==> src/rtl/arinc_rx_pkg.sv <==
// Shared constants and types for the serial avionics word receiver.
package arinc_rx_pkg;

    localparam int WORD_BITS   = 32;
    localparam int SMP_PER_BIT = 10;
    localparam int RUN_LEN     = 3;
    localparam int GAP_BITS    = 4;
    localparam int GAP_SMP     = GAP_BITS * SMP_PER_BIT;

    // Line level as seen on {one, zero}
    typedef enum logic [1:0] {
        LN_NULL = 2'b00,
        LN_ZERO = 2'b01,
        LN_ONE  = 2'b10,
        LN_BAD  = 2'b11
    } line_e;

endpackage

==> src/rtl/arinc_rx_tick.sv <==
// Sample strobe generator.
// Produces a one-cycle strobe every DIV_HI or DIV_LO clocks, picked by
// rate_sel_i. Assumes both divisors are at least 1. A change of rate takes
// effect at the next strobe boundary.
module arinc_rx_tick #(
    parameter int DIV_HI = 50,
    parameter int DIV_LO = 400
) (
    input  logic clk,
    input  logic rst_n,
    input  logic rate_sel_i,
    output logic tick_o
);
    localparam int DIV_MAX = (DIV_HI > DIV_LO) ? DIV_HI : DIV_LO;
    localparam int CW      = $clog2(DIV_MAX + 1);

    logic [CW-1:0] cnt_q;
    logic [CW-1:0] limit;

    // Terminal count for the selected rate
    always_comb limit = rate_sel_i ? CW'(DIV_LO - 1) : CW'(DIV_HI - 1);

    // Count clocks and emit the strobe at the terminal count
    always_ff @(posedge clk) begin
        if (!rst_n) begin
            cnt_q  <= '0;
            tick_o <= 1'b0;
        end else if (cnt_q >= limit) begin
            cnt_q  <= '0;
            tick_o <= 1'b1;
        end else begin
            cnt_q  <= cnt_q + 1'b1;
            tick_o <= 1'b0;
        end
    end
endmodule

==> src/rtl/arinc_rx_sampler.sv <==
// Line sampler.
// Synchronises the two line inputs and classifies each strobed sample.
// Ones and zeros go into run registers of RUN_LEN samples; null goes into a
// one-deep register. A conflict is a sample that is none of the three.
// Assumes RUN_LEN >= 2. Outputs are valid in the cycle stb_o is high.
module arinc_rx_sampler
    import arinc_rx_pkg::*;
#(
    parameter int RUN_LEN_P = RUN_LEN
) (
    input  logic clk,
    input  logic rst_n,
    input  logic tick_i,
    input  logic one_i,
    input  logic zero_i,
    output logic stb_o,
    output logic run_one_o,
    output logic run_zero_o,
    output logic null_o,
    output logic conflict_o
);
    logic [1:0] one_sync_q;
    logic [1:0] zero_sync_q;
    line_e      cur;
    logic       null_q;

    // Two-stage synchronisers on both line inputs
    always_ff @(posedge clk) begin
        if (!rst_n) begin
            one_sync_q  <= '0;
            zero_sync_q <= '0;
        end else begin
            one_sync_q  <= {one_sync_q[0], one_i};
            zero_sync_q <= {zero_sync_q[0], zero_i};
        end
    end

    // Current line level after synchronisation
    always_comb cur = line_e'({one_sync_q[1], zero_sync_q[1]});

    // One run register per active level (0: one, 1: zero)
    for (genvar k = 0; k < 2; k++) begin : g_run
        localparam line_e KIND = (k == 0) ? LN_ONE : LN_ZERO;
        logic [RUN_LEN_P-1:0] sr;

        // Shift in whether this sample matches the level
        always_ff @(posedge clk) begin
            if (!rst_n)      sr <= '0;
            else if (tick_i) sr <= {sr[RUN_LEN_P-2:0], cur == KIND};
        end
    end

    // Null register, idle line assumed at reset
    always_ff @(posedge clk) begin
        if (!rst_n)      null_q <= 1'b1;
        else if (tick_i) null_q <= (cur == LN_NULL);
    end

    // Strobe delayed by one cycle so the registers already hold the sample
    always_ff @(posedge clk) begin
        if (!rst_n) stb_o <= 1'b0;
        else        stb_o <= tick_i;
    end

    // Classified view of the newest sample and of the runs
    always_comb begin
        run_one_o  = &g_run[0].sr;
        run_zero_o = &g_run[1].sr;
        null_o     = null_q;
        conflict_o = ~(g_run[0].sr[0] | g_run[1].sr[0] | null_q);
    end
endmodule

==> src/rtl/arinc_rx_assembler.sv <==
// Word assembler.
// Arms on a run of one or zero samples, takes the bit on the next null,
// counts bits, times the null gap, and delivers the word with its parity
// flag. A conflict sample or a full-length null run in mid-word drops the
// partial word. Assumes GAP_SMP_P >= 2 and inputs qualified by stb_i.
module arinc_rx_assembler
    import arinc_rx_pkg::*;
#(
    parameter int WORD_BITS_P = WORD_BITS,
    parameter int GAP_SMP_P   = GAP_SMP
) (
    input  logic                         clk,
    input  logic                         rst_n,
    input  logic                         stb_i,
    input  logic                         run_one_i,
    input  logic                         run_zero_i,
    input  logic                         null_i,
    input  logic                         conflict_i,
    output logic [$clog2(WORD_BITS_P)-1:0] bit_cnt_o,
    output logic [WORD_BITS_P-1:0]       word_o,
    output logic                         eos_o
);
    localparam int CNT_W  = $clog2(WORD_BITS_P);
    localparam int NULL_W = $clog2(GAP_SMP_P + 1);

    logic [CNT_W-1:0]       bit_cnt_q;
    logic [NULL_W-1:0]      null_cnt_q;
    logic                   gap_ok_q;
    logic                   armed_q;
    logic                   arm_val_q;
    logic [WORD_BITS_P-1:0] shreg_q;

    logic                   bad_smp;
    logic                   null_smp;
    logic                   accept;
    logic                   take;
    logic                   last;
    logic                   gap_hit;
    logic [WORD_BITS_P-1:0] full;

    // Qualified events for this sample
    always_comb begin
        bad_smp  = stb_i && conflict_i;
        null_smp = stb_i && null_i && !conflict_i;
        accept   = null_smp && armed_q;
        take     = accept && ((bit_cnt_q != '0) || gap_ok_q);
        last     = take && (bit_cnt_q == CNT_W'(WORD_BITS_P - 1));
        gap_hit  = null_smp && (null_cnt_q == NULL_W'(GAP_SMP_P - 1));
        full     = {arm_val_q, shreg_q[WORD_BITS_P-1:1]};
    end

    // Length of the current null run, saturating at the threshold
    always_ff @(posedge clk) begin
        if (!rst_n)                             null_cnt_q <= '0;
        else if (stb_i && !null_smp)            null_cnt_q <= '0;
        else if (null_smp && null_cnt_q != NULL_W'(GAP_SMP_P))
                                                null_cnt_q <= null_cnt_q + 1'b1;
    end

    // Gap credit: earned by a full null run, spent by any taken bit
    always_ff @(posedge clk) begin
        if (!rst_n)                 gap_ok_q <= 1'b0;
        else if (bad_smp || accept) gap_ok_q <= 1'b0;
        else if (gap_hit)           gap_ok_q <= 1'b1;
    end

    // Arm on a qualifying run, disarm on null or conflict
    always_ff @(posedge clk) begin
        if (!rst_n) begin
            armed_q   <= 1'b0;
            arm_val_q <= 1'b0;
        end else if (stb_i) begin
            if (conflict_i || null_i) begin
                armed_q <= 1'b0;
            end else if (run_one_i) begin
                armed_q   <= 1'b1;
                arm_val_q <= 1'b1;
            end else if (run_zero_i) begin
                armed_q   <= 1'b1;
                arm_val_q <= 1'b0;
            end
        end
    end

    // Bit position within the word
    always_ff @(posedge clk) begin
        if (!rst_n)                bit_cnt_q <= '0;
        else if (bad_smp || gap_hit) bit_cnt_q <= '0;
        else if (last)             bit_cnt_q <= '0;
        else if (take)             bit_cnt_q <= bit_cnt_q + 1'b1;
    end

    // Shift taken bits in from the top so the first ends at bit 0
    always_ff @(posedge clk) begin
        if (!rst_n)    shreg_q <= '0;
        else if (take) shreg_q <= full;
    end

    // Deliver the word with the parity flag in the top bit
    always_ff @(posedge clk) begin
        if (!rst_n) begin
            word_o <= '0;
            eos_o  <= 1'b0;
        end else begin
            eos_o <= last;
            if (last) word_o <= {~(^full), full[WORD_BITS_P-2:0]};
        end
    end

    always_comb bit_cnt_o = bit_cnt_q;
endmodule

==> src/rtl/arinc_word_rx.sv <==
// Serial avionics word receiver, top level.
// Chains the strobe generator, the line sampler and the word assembler.
// Assumes the line inputs are clean logic levels from an external front end.
module arinc_word_rx
    import arinc_rx_pkg::*;
#(
    parameter int DIV_HI = 50,
    parameter int DIV_LO = 400
) (
    input  logic        clk,
    input  logic        rst_n,
    input  logic        rate_sel_i,
    input  logic        line_one_i,
    input  logic        line_zero_i,
    output logic [31:0] word_o,
    output logic        eos_o
);
    localparam int CNT_W = $clog2(WORD_BITS);

    logic             tick;
    logic             smp_stb;
    logic             smp_run_one;
    logic             smp_run_zero;
    logic             smp_null;
    logic             smp_conflict;
    logic [CNT_W-1:0] bit_cnt;

    arinc_rx_tick #(.DIV_HI(DIV_HI), .DIV_LO(DIV_LO)) u_tick (
        .clk        (clk),
        .rst_n      (rst_n),
        .rate_sel_i (rate_sel_i),
        .tick_o     (tick)
    );

    arinc_rx_sampler #(.RUN_LEN_P(RUN_LEN)) u_smp (
        .clk        (clk),
        .rst_n      (rst_n),
        .tick_i     (tick),
        .one_i      (line_one_i),
        .zero_i     (line_zero_i),
        .stb_o      (smp_stb),
        .run_one_o  (smp_run_one),
        .run_zero_o (smp_run_zero),
        .null_o     (smp_null),
        .conflict_o (smp_conflict)
    );

    arinc_rx_assembler #(.WORD_BITS_P(WORD_BITS), .GAP_SMP_P(GAP_SMP)) u_asm (
        .clk        (clk),
        .rst_n      (rst_n),
        .stb_i      (smp_stb),
        .run_one_i  (smp_run_one),
        .run_zero_i (smp_run_zero),
        .null_i     (smp_null),
        .conflict_i (smp_conflict),
        .bit_cnt_o  (bit_cnt),
        .word_o     (word_o),
        .eos_o      (eos_o)
    );
endmodule

==> config.mk <==
export PLATFORM = sky130hd
export DESIGN_NAME = arinc_word_rx
export DESIGN_NICKNAME = d
export VERILOG_FILES = /design/src/rtl/arinc_rx_pkg.sv /design/src/rtl/arinc_rx_tick.sv /design/src/rtl/arinc_rx_sampler.sv /design/src/rtl/arinc_rx_assembler.sv /design/src/rtl/arinc_word_rx.sv
export SDC_FILE = /design/constraint.sdc
export NUM_CORES = 1
export LEC_CHECK = 0
export BUFFER_PORTS_ARGS = -buffer_cell sky130_fd_sc_hd__buf_2
export CORE_UTILIZATION = 45
export CTS_BUF_LIST = sky130_fd_sc_hd__clkbuf_4 sky130_fd_sc_hd__clkbuf_8
export DETAILED_ROUTE_END_ITERATION = 12
export GPL_TIMING_DRIVEN = 0
export HOLD_SLACK_MARGIN = 0.05
export PLACE_DENSITY = 0.63
export SLEW_MARGIN = 5
export SYNTH_ARGS = -nofsm -noshare
export SYNTH_HDL_FRONTEND = slang
export SYNTH_SLANG_ARGS = --single-unit
==> constraint.sdc <==
create_clock -name clk -period 2.37 [get_ports clk]
set_input_delay 0.1185 -clock clk [delete_from_list [all_inputs] [get_ports clk]]
set_output_delay 0.1185 -clock clk [all_outputs]
set_load 0.02 [all_outputs]
; Word level (Yosys, flattened, before mapping)
; Cells that the tools add are included.
[totals]
ff_bits = 101
wordCells = 65
[classes]
n_addsub = 3
magnitude_cmp = 1
eq_ne = 5
n_mux = 7
n_bitwise = 6
reduce_logical = 27
[op_table]
columns = cell, n
row1 = $reduce_xor 32->1, 1
row2 = $add 9x1->9 const B, 1
row3 = $ge 9x9->1, 1
row4 = $logic_and 1x1->1, 9
row5 = $mux 9, 1
row6 = $reduce_and 3->1, 3
row7 = $add 6x1->6 const B, 1
row8 = $eq 6x6->1 const B, 1
row9 = $mux 1, 6
row10 = $ne 6x6->1 const B, 1
row11 = $reduce_or 2->1, 3
row12 = $add 5x1->5 const B, 1
row13 = $eq 5x5->1 const B, 1
row14 = $reduce_bool 5->1, 1
row15 = $logic_or 1x1->1, 4
row16 = $not 1->1, 4
row17 = $reduce_bool 3->1, 1
row18 = $reduce_or 3->1, 1
row19 = $eq 2x1->1 const B, 1
row20 = $eq 2x2->1 const B, 1
row21 = $logic_not 2->1, 1
row22 = $or 1x1->1, 2
row23 = $reduce_and 2->1, 1
row24 = $reduce_bool 2->1, 1
row25 = $logic_not 1->1, 1

; Longest topological paths before layout
; Gate-level depths: netlist (run 1).
[depth]
word_depth = 7
mapped_depth = 8
mapped_depth_nobuf = 8

; Cells and area by module
; Synthesis (run 1) repeated with hierarchy kept, for this count alone.
[hier_totals]
cells_unflattened = 391
hier_area_um2 = 4112.7
[modules_own_cells]
columns = module, n_inst, cells_each, area_each_um2, seq_area_each_um2
row1 = arinc_rx_assembler, 1, 293, 3138.0, 1561.5
row2 = arinc_rx_tick, 1, 59, 546.8, 200.2
row3 = arinc_rx_sampler, 1, 39, 427.9, 240.2

; Worst setup path after synthesis (run 1)
; No wires, ideal clock.
[synth_timing]
path_kind = register to register
start = register u_asm.bit_cnt_q[0] (netlist: u_asm.bit_cnt_o[0])
end = register u_asm.word_o[10]
setup_time_ns = 0.117
arrival_ns = 1.509
required_ns = 2.253
path_slack_ns = 0.744
path_stages_with_launch = 9
path_buffers = 2
synth_period_minus_slack_ns = 1.626
cell_sequence = dfxtp_1 -> ha_1 -> and3_1 -> ha_1 -> nand2_1 -> and2_1 -> buf_6 -> buf_6 -> a22o_1
[synth_between]
elab_chain_len = 4
elab_cells_between_ends = 5
[synth_lines]
columns = element, line_no
row1 = "start, declared", arinc_rx_assembler.sv:26  ; logic [CNT_W-1:0] bit_cnt_q;
row2 = "start signal, assigned", arinc_rx_assembler.sv:90  ; else if (take) bit_cnt_q <= bit_cnt_q + 1'b1;
row3 = $reduce_bool 5->1, arinc_rx_assembler.sv:46  ; take = accept && ((bit_cnt_q != '0) || gap_ok_q);
row4 = $logic_or 1x1->1, arinc_rx_assembler.sv:46
row5 = $logic_and 1x1->1, arinc_rx_assembler.sv:46
row6 = $logic_and 1x1->1 (*), arinc_rx_assembler.sv:47  ; last = take && (bit_cnt_q == CNT_W'(WORD_BITS_P - 1));
row7 = "end signal, assigned", arinc_rx_assembler.sv:106  ; if (last) word_o <= {~(^full), full[WORD_BITS_P-2:0]};
row8 = "end, declared", arinc_rx_assembler.sv:20  ; output logic [WORD_BITS_P-1:0] word_o,
; Mark *: on every way between the ends. The rest lies on a longest branch, timed or not.
; A chain may end at the register's enable or synchronous reset.

; Worst setup path after layout (run 1)
[layout_timing]
start = register u_tick.cnt_q[1]
end = register u_tick.cnt_q[4]
[layout_between]
elab_chain_len = 2
elab_cells_between_ends = 3
[layout_lines]
columns = element, line_no
row1 = "start, declared", arinc_rx_tick.sv:17  ; logic [CW-1:0] cnt_q;
row2 = "start signal, assigned", arinc_rx_tick.sv:32  ; cnt_q <= cnt_q + 1'b1;
row3 = $ge 9x9->1, arinc_rx_tick.sv:28  ; end else if (cnt_q >= limit) begin
row4 = $reduce_or 2->1 (no source line), n/a
; Parallel ways exist; a longest one is shown, timed or not.

==> flow_summary_export.csv, run 1 <==
group,metric,value,unit
timing,rsz0062_at_grt,"false",
drt,drt_first_pass_iters,4,
yosys,synth_area_leaders,"dfxtp_1 (49%), nand2_1 (7.7%), xnor2_1 (6.9%), a22o_1 (6.7%), a21boi_0 (6.1%)",
floorplan,die_y,96.8,um
placement,portBuffers,37,
critical_path,critPathMaxStageDelay,350,ps
critical_path,cpMaxStageDelayCell,"a211oi_1",
clock_tree,cts_resized,0,
clock_tree,clk_latency,360,ps
drt,drc_errors,0,
floorplan,num_rows,34,
floorplan,die_x,96.8,um
timing,finalSetupTns,0,ps
timing,relSlewSlack,68.9,%
drt,ant_nets,0,
drt,drtIter0Drc,71,
global_routing,globalRouteTotalUtil,16.3,%
critical_path,reg2reg_depth,7,
drt,viasPerCell,4.96,
yosys,synth_top_cell_area_share,49.5,%
yosys,ys_warn_count,0,
global_routing,grt_pass1_vias,2795,
worst_hold_path,whs_endpoint,"u_asm.gap_ok_q$_SDFFE_PP0P_",
floorplan,fp.dieArea,0.00937,mm^2
critical_path,r2r-end,"u_tick.cnt_q[4]$_SDFF_PP0_",
timing,finalHoldViolCount,0,
yosys,synth_edf_count,0,
critical_path,worstPathRequired,2660,ps
yosys,synth_area,0.00405,mm^2
run,drv_cap,0,
drt,wire_per_inst,12.0,um
final_layout,fin_nets,489,
critical_path,cp_max_fo,9,
worst_hold_path,hold_depth,3,
timing,fin_skew,10.9,ps
critical_path,cp_data_arrival_time,2150,ps
critical_path,start_kind,"register",
power_and_ir_drop,p_per_area,607,mW/mm^2
final_layout,final_common_cell,"dfxtp_1",
worst_hold_path,hold_start,"rst_n",
drt,via_count,2896,
placement,globalplace.congestion,0.815,
global_routing,antenna_found_initial,0,
yosys,yosysSeqAreaShare,49.5,%
timing,fmax,0.539,GHz
final_layout,multi_input_comb_area,0.00190,mm^2
final_layout,final_util,52.4,%
clock_tree,cts_tree,"built",
critical_path,crit_chain,"ha_1, a21o_1, a21oi_1, o21ai_0, a211oi_1, o211ai_2, nor2_1",
placement,hpwlAfterDp,5070,um
floorplan,pin_count,38,
timing,period_share,78.2,%
clock_tree,clkTransAtPathRegs,90,ps
timing,finalSetupViolCount,0,
final_layout,fillers,828,
clock_tree,cts-buffers-inserted,9,
critical_path,r2r_start,"u_tick.cnt_q[1]$_SDFF_PP0_",
critical_path,reg2reg_slack,520,ps
global_routing,grt_pass1_wl,12500,um
yosys,synth_largest_area_cell,"dfxtp_1",
yosys,ys_seq_elements,100,
clock_tree,clock-sinks,100,
global_routing,grt_start_max_net_pins,18,
final_layout,syn2layout_area_growth,12.9,%
yosys,ys_types,35,
yosys,ys.flop_type,"dfxtp_1",
critical_path,critPathKind,"reg2reg",
placement,place_ws,478,ps
yosys,synth_nets,439,
clock_tree,htreeDepth,3,
yosys,syn_avg_cell_area,9.61,um^2
yosys,synthArstFlopShare,0,%
timing,finalCriticalPeriod,1850,ps
timing,slew_violations,0,
power_and_ir_drop,p_leak,0.00178,uW
final_layout,seqCellArea,0.00200,mm^2
worst_hold_path,min-delay-path-class,"in2reg",
clock_tree,cts_root_buf,"clkbuf_8",
power_and_ir_drop,worst_ir_drop_vdd,0.000416,V
floorplan,start_util,46.4,%
timing,layout_setup_ws,516,ps
final_layout,final_cell_mix,"dfxtp_1 (100), nand2_1 (83), buf_2 (47), a21boi_0 (33), xnor2_1 (32)",
drt,finalWirelength,7040,um
timing,worstMarginPinSlew,466,ps
final_layout,n_antenna_cell,0,
yosys,syn_inst,421,
run_status,status,"finished clean",
global_routing,grt_overflow_total,0,
floorplan,core_area,0.00872,mm^2
critical_path,endpoint_kind,"register",
final_layout,drive_above_1_share,15.1,%
clock_tree,clk_path_buf_depth,2,
-- logic make-up (layout without fill, tap and decap cells) --
family	Yosys count	in the layout	synth area share, %
AOI/OAI and AO/OA	89	89	16.6
and+or+nand+nor	143	143	15.7
adders and majority gates	13	13	4.02
buffers and inverters	28	83	3.65
xor gates and xnor gates	44	44	9.53
DFF	100	100	49.5
muxes	4	4	0.990
-- Yosys cell counts (2+ instances only) --
cell        n
dfxtp_1   100
buf_2      10
nand4_1     2
nor3b_1     2
xor2_1     12
xnor2_1    32
and3_1      3
o21ai_0     8
inv_1       7
a21o_1      2
nand2_1    83
nor2_1     24
and2_1      9
a21oi_1     9
clkbuf_1    7
ha_1       13
nand3_1     7
buf_6       4
nor2b_1     4
a22o_1     31
a21boi_0   33
nand2b_1    3
mux2i_1     4
-- worst max-delay path: cells and delay by family (launching register included) --
family                     cells  cell delay, ps
AOI/OAI and AO/OA              5            1010
DFF                            1             340
and+or+nand+nor                1             160
adders and majority gates      1             280
-- through the flow --
| step | cells | area (um^2) | total power, uW | hold WS, ps |
|---|---|---|---|---|
| 2_1_floorplan | 421 | 4050 | 1790 | 246 |
| 3_3_place_gp | 566 | 4370 | 1810 | 328 |
| 3_5_place_dp | 566 | 4370 | 1810 | 330 |
| 6_report | 584 | 4570 | 2770 | 134 |
| 5_1_grt | 584 | 4570 | 2890 | 118 |
| 4_1_cts | 584 | 4570 | 2820 | 121 |
-- routing by layer --
metal  wire, um  global-route usage (%)
met3        222                    4.41
met2       3250                    26.7
met5          0                       0
met4        108                    5.86
met1       3450                    20.7
-- worst max-delay path by stage --
| stage | from | end | slack (ps) | cells after the start |
|---|---|---|---|---|
| after floorplan | u_asm.bit_cnt_o[0]$_SDFFE_PP0P_ | u_asm.word_o[10]$_SDFFE_PN0P_ | 740 | 8 |
| after global placement | rate_sel_i | u_tick.cnt_q[3]$_SDFF_PP0_ | 530 | 9 |
| after detailed placement | rate_sel_i | u_tick.cnt_q[8]$_SDFF_PP0_ | 480 | 9 |
| after CTS | u_tick.cnt_q[1]$_SDFF_PP0_ | u_tick.cnt_q[8]$_SDFF_PP0_ | 490 | 7 |
| after global routing | u_tick.cnt_q[1]$_SDFF_PP0_ | u_tick.cnt_q[7]$_SDFF_PP0_ | 360 | 7 |
| final | u_tick.cnt_q[1]$_SDFF_PP0_ | u_tick.cnt_q[4]$_SDFF_PP0_ | 520 | 7 |
-- cell type report --
type,count,area share [%]
Sequential cell,100,43.8
Multi-Input combinational cell,293,41.5
Timing Repair Buffer,39,4.49
Tap cell,108,2.96
Clock buffer,10,2.88
Buffer,21,2.66
Clock inverter,6,1.07
Inverter,7,0.575
-- power by group --
part           internal, uW  switching, uW  total, uW
logic                  34.7           42.6       77.3
clock network           405            596       1000
registers              1690           6.64       1690
total                  2130            645       2770
-- flip-flops by register name, indices dropped and copies added, names as in the netlist --
signal	cells
u_asm.word_o	32
u_asm.shreg_q	31
u_tick.cnt_q	9
u_asm.null_cnt_q	6
u_smp.g_run.sr	6
u_asm.bit_cnt_o	5
u_smp.one_sync_q	2
u_smp.zero_sync_q	2
u_asm.arm_val_q	1
u_asm.armed_q	1
u_asm.eos_o	1
u_asm.gap_ok_q	1
u_smp.null_o	1
u_smp.stb_o	1
u_tick.tick_o	1
-- repair_timing --
| item | 4_1_cts | 5_1_grt |
|---|---|---|
| hold endpoints to repair | 2 | 0 |
| buffers inserted | 0 | 0 |
| hold buffers | 2 | 0 |
Note: power is estimated with default switching activity, not from simulation.
==> inputs of run 2 (changes only) <==
==> constraint.sdc (replaced) <==
create_clock -name clk -period 1.8 [get_ports clk]
set_input_delay 0.09 -clock clk [delete_from_list [all_inputs] [get_ports clk]]
set_output_delay 0.09 -clock clk [all_outputs]
set_load 0.02 [all_outputs]
==> flow_summary_export.csv, run 2 (synthesis results as in run 1) <==
group,metric,value,unit
timing,hold_ws,107,ps
drt,drc_errors,0,
clock_tree,clock-sinks,100,
timing,fin_skew,11.5,ps
critical_path,endpoint_kind,"register",
timing,worstMarginPinSlew,567,ps
global_routing,grtUsageMet2,26.7,%
final_layout,fin_nets,493,
critical_path,cp_max_fo,4,
placement,placed_cells,566,
placement,portBuffers,37,
power_and_ir_drop,p_leak,0.00181,uW
final_layout,fin_area,0.00464,mm^2
final_layout,syn2layout_area_growth,14.8,%
drt,finalWirelength,7200,um
final_layout,n_antenna_cell,0,
power_and_ir_drop,worst_ir_drop_vdd,0.000553,V
drt,drt_first_pass_iters,4,
drt,wire_per_inst,12.2,um
timing,period_share,95.1,%
critical_path,worstPathRequired,2090,ps
drt,ant_nets,0,
clock_tree,clkTransAtPathRegs,90,ps
critical_path,start_kind,"register",
timing,finalSetupViolCount,0,
global_routing,grt_use_met3,4.41,%
power_and_ir_drop,p_per_area,790,mW/mm^2
global_routing,grt_pass1_vias,2796,
clock_tree,cts_tree,"built",
final_layout,final_cell_mix,"dfxtp_1 (97), nand2_1 (83), buf_2 (43), a21boi_0 (33), xnor2_1 (32)",
floorplan,fp.dieArea,0.00937,mm^2
drt,drtIter0Drc,75,
critical_path,critPathKind,"reg2reg",
run,drv_cap,0,
floorplan,pin_count,38,
timing,fmax,0.584,GHz
drt,via_count,2932,
floorplan,num_rows,34,
floorplan,start_util,46.4,%
clock_tree,clk_latency,360,ps
global_routing,use_met1,20.7,%
placement,globalplace.congestion,0.815,
final_layout,fin_cells,588,
floorplan,die_x,96.8,um
run_status,status,"finished clean",
final_layout,drive_above_1_share,17.1,%
timing,finalCriticalPeriod,1710,ps
global_routing,grt_overflow_total,0,
global_routing,busiest_layer,"met2",
placement,placed_area,0.00437,mm^2
floorplan,core_area,0.00872,mm^2
floorplan,die_y,96.8,um
clock_tree,cts_root_buf,"clkbuf_8",
critical_path,cp_data_arrival_time,2000,ps
final_layout,final_common_cell,"dfxtp_1",
worst_hold_path,min-delay-path-class,"in2reg",
final_layout,top_register,"u_asm.word_o",
timing,relSlewSlack,62.2,%
timing,finalHoldViolCount,0,
timing,slew_violations,0,
global_routing,grt_pass1_wl,12500,um
clock_tree,clk_path_buf_depth,2,
final_layout,reg_top3,"u_asm.word_o (32), u_asm.shreg_q (31), u_tick.cnt_q (9)",
drt,viasPerCell,4.99,
global_routing,antenna_found_initial,0,
global_routing,grt_start_max_net_pins,18,
global_routing,globalRouteTotalUtil,16.3,%
final_layout,largest_reg_flops,32,
timing,rsz0062_at_grt,"true",
final_layout,final_util,53.2,%
clock_tree,htreeDepth,3,
placement,hpwlAfterDp,5070,um
clock_tree,cts-buffers-inserted,9,
==> run 2: layout make-up <==
cell class,count,area (um^2)
Fill cell,809,4080
Sequential cell,100,2010
Multi-Input combinational cell,294,1940
Timing Repair Buffer,42,228
Tap cell,108,135
Clock buffer,10,131
Buffer,21,131
Clock inverter,6,48.8
Inverter,7,26.3
==> run 2: power by group <==
group	switching, uW	internal (uW)	total, uW
Combinational	63.4	52.5	116
Sequential	8.47	2220	2230
Clock	789	533	1320
==> run 2: metal layers <==
metal	wire, um	up-vias	part of all wire (%)
met1	3550	1361	49
met4	105	0	1.5
met3	222	10	3.1
met2	3330	38	46
met5	0	-	0
li1	-	1523	-
==> run 2: worst max-delay path, cell delays in order (launching register included) <==
cell,delay (ps)
dfxtp_2,340
ha_1,270
a21o_1,190
a21oi_2,130
o21ai_2,80
a211oi_4,320
o211ai_2,170
nor2_1,150
==> run 2: final timing paths <==
path                                                       from  slack (ps)                               to  cells past startpoint
worst max-delay path                 u_tick.cnt_q[1]$_SDFF_PP0_          90       u_tick.cnt_q[1]$_SDFF_PP0_                      7
worst min-delay path                                      rst_n         110      u_asm.gap_ok_q$_SDFFE_PP0P_                      3
worst max register to register       u_tick.cnt_q[1]$_SDFF_PP0_          90       u_tick.cnt_q[1]$_SDFF_PP0_                      7
worst min register to register  u_smp.zero_sync_q[0]$_SDFF_PN0_         440  u_smp.zero_sync_q[1]$_SDFF_PN0_                      1
==> run 2: through the flow <==
step           worst slack, ps  setup TNS [ps]  total power (uW)
2_1_floorplan              174               0              2350
3_3_place_gp             -8.42           -49.4              2380
3_5_place_dp             -63.1            -483              2380
4_1_cts                   7.15               0              3710
5_1_grt                  -9.65           -34.5              3820
6_report                  87.8               0              3670
==> run 2: timing repair <==
action / in CTS / in global routing
setup buffers: 0 / 3
gates cloned: 0 / 1
setup endpoints to repair: 9 / 44
hold buffers: 2 / 0
endpoints found under the hold margin: 2 / 0
gates resized for setup: 1 / 16
pin swaps: 0 / 7
==> inputs of run 3 (changes only) <==
--- a/config.mk
+++ b/config.mk
@@ -6,6 +6,7 @@
 export NUM_CORES = 1
 export LEC_CHECK = 0
 export BUFFER_PORTS_ARGS = -buffer_cell sky130_fd_sc_hd__buf_2
+export CORE_ASPECT_RATIO = 0.8
 export CORE_UTILIZATION = 45
 export CTS_BUF_LIST = sky130_fd_sc_hd__clkbuf_4 sky130_fd_sc_hd__clkbuf_8
 export DETAILED_ROUTE_END_ITERATION = 12
==> flow_summary_export.csv, run 3 (synthesis results as in run 1) <==
group,metric,value,unit
power_and_ir_drop,clkPwrFrac,38.4,%
timing,period_share,97.0,%
global_routing,grt_start_max_net_pins,17,
placement,placed_area,0.00437,mm^2
critical_path,cp_data_arrival_time,2050,ps
final_layout,final_common_cell,"dfxtp_1",
clock_tree,clock-sinks,100,
critical_path,cp_max_fo,4,
power_and_ir_drop,p_leak,0.00181,uW
critical_path,cp.depth,6,
critical_path,crit_family,"compound AO/OA/AOI/OAI gates",
timing,finalSetupViolCount,0,
timing,finalCriticalPeriod,1750,ps
final_layout,drive_above_1_share,18.0,%
final_layout,fin_nets,491,
global_routing,grt_pass1_vias,2772,
clock_tree,clk_latency,370,ps
final_layout,reg_top3,"u_asm.word_o (32), u_asm.shreg_q (31), u_tick.cnt_q (9)",
floorplan,die_x,108,um
power_and_ir_drop,power.total,3810,uW
final_layout,fin_area,0.00467,mm^2
floorplan,die_y,86.8,um
global_routing,grt_pass1_wl,12700,um
global_routing,antenna_found_initial,0,
worst_hold_path,min-delay-path-class,"in2reg",
final_layout,top_register,"u_asm.word_o",
floorplan,fp.dieArea,0.00937,mm^2
critical_path,path_buf_inv,0,
final_layout,n_antenna_cell,0,
final_layout,fin_cells,590,
drt,viasPerCell,4.99,
clock_tree,cts_tree,"built",
placement,portBuffers,37,
timing,finalSetupTns,0,ps
timing,finalHoldViolCount,0,
critical_path,critPathMaxStageDelay,350,ps
floorplan,core_area,0.00860,mm^2
placement,placed_cells,570,
power_and_ir_drop,p_int,2950,uW
drt,ant_nets,0,
timing,rsz0062_at_grt,"true",
power_and_ir_drop,worst_ir_drop_vdd,0.000474,V
timing,slew_violations,0,
critical_path,cpMaxStageDelayCell,"dfxtp_2",
final_layout,syn2layout_area_growth,15.6,%
power_and_ir_drop,switching_share,22.4,%
power_and_ir_drop,switchingPower,853,uW
critical_path,endpoint_kind,"register",
worst_hold_path,hold_depth,3,
clock_tree,htreeDepth,3,
run,drv_cap,0,
clock_tree,cts-buffers-inserted,9,
final_layout,largest_reg_flops,32,
critical_path,crit_chain,"ha_1, a21oi_1, o21ai_2, a211oi_2, o211ai_1, nor2_1",
global_routing,grt_overflow_total,0,
drt,wire_per_inst,13.2,um
power_and_ir_drop,pwr-share-comb,3.0,%
timing,worstMarginPinSlew,505,ps
floorplan,start_util,47.1,%
clock_tree,clkTransAtPathRegs,90,ps
critical_path,reg2reg_depth,6,
critical_path,worstPathRequired,2100,ps
global_routing,globalRouteTotalUtil,17.7,%
drt,drc_errors,0,
clock_tree,clk_path_buf_depth,2,
timing,relSlewSlack,66.3,%
critical_path,critPathKind,"reg2reg",
critical_path,start_kind,"register",
drt,via_count,2943,
final_layout,fillers,806,
timing,fmax,0.573,GHz
drt,drtIter0Drc,96,
timing,hold_ws,85.1,ps
run_status,status,"finished clean",
final_layout,final_cell_mix,"dfxtp_1 (95), nand2_1 (82), buf_2 (42), a21boi_0 (33), xnor2_1 (32)",
drt,drt_first_pass_iters,4,
drt,finalWirelength,7770,um
power_and_ir_drop,seq_power_share,58.6,%
power_and_ir_drop,p_per_area,814,mW/mm^2
timing,fin_skew,11.8,ps
floorplan,pin_count,38,
placement,hpwlAfterDp,5370,um
placement,globalplace.congestion,0.722,
clock_tree,cts_root_buf,"clkbuf_8",
floorplan,num_rows,30,
run 3: changes by cell type in the layout (fill, tap and decap cells not counted), sizes merged:
cell      delta
buf          -5
bufinv       +1
clkinvlp     -2
clkbuf       +3
clkinv       +2
inv          -1
run 3: final cells by class:
type                            instances  area (um^2)  area share (%)
Sequential cell                       100         2010            43.1
Multi-Input combinational cell        294         1950            41.7
Timing Repair Buffer                   40          213            4.55
Tap cell                              112          140            3.00
Clock buffer                           10          138            2.94
Buffer                                 21          134            2.86
Clock inverter                          6         62.6            1.34
Inverter                                7         26.3           0.562
run 3: metrics by stage:
step	utilization [%]	setup slack, ps
finish	54.4	53.5
global route	54.4	-71.4
CTS	53.6	-8.71
detailed placement	50.8	-109
global placement	50.8	-17.6
floorplan	-	174
run 3: routing by layer:
layer | share of wire [%] | routed length, um | track usage, %
met5 | 0 | 0 | 0
met4 | 1.3 | 102 | 6.72
met3 | 3.4 | 262 | 5.19
met2 | 44 | 3410 | 28.6
met1 | 51 | 3990 | 22.2
run 3: repair_timing:
action | in CTS | in global routing
gates cloned | 1 | 0
pin swaps | 5 | 8
gates resized for setup | 3 | 20
hold buffers | 2 | 0
buffers inserted | 0 | 1
setup endpoints to repair | 38 | 42
hold endpoints to repair | 2 | 0
run 3: path summary, 6_finish.rpt:
kind,startpoint,endpoint,slack [ps]
min reg2reg,u_smp.one_sync_q[0]$_SDFF_PN0_,u_smp.one_sync_q[1]$_SDFF_PN0_,440
max reg2reg,u_tick.cnt_q[4]$_SDFF_PP0_,u_tick.cnt_q[2]$_SDFF_PP0_,50
min,rst_n,u_asm.gap_ok_q$_SDFFE_PP0P_,90
max,u_tick.cnt_q[4]$_SDFF_PP0_,u_tick.cnt_q[2]$_SDFF_PP0_,50
run 3: worst reg2reg max path: stages (launching register included):
cell and delay, ps:
dfxtp_2 350, ha_1 300, a21oi_1 220, o21ai_2 100
a211oi_2 330, o211ai_1 230, nor2_1 150
run 3: power groups by stage:
stage               Combinational [uW]  Clock [uW]  Sequential, uW
global placement                  97.1           0            2280
floorplan                         72.7           0            2280
detailed placement                 102           0            2280
finish                             116        1460            2230
global route                       129        1590            2230
CTS                                109        1500            2230
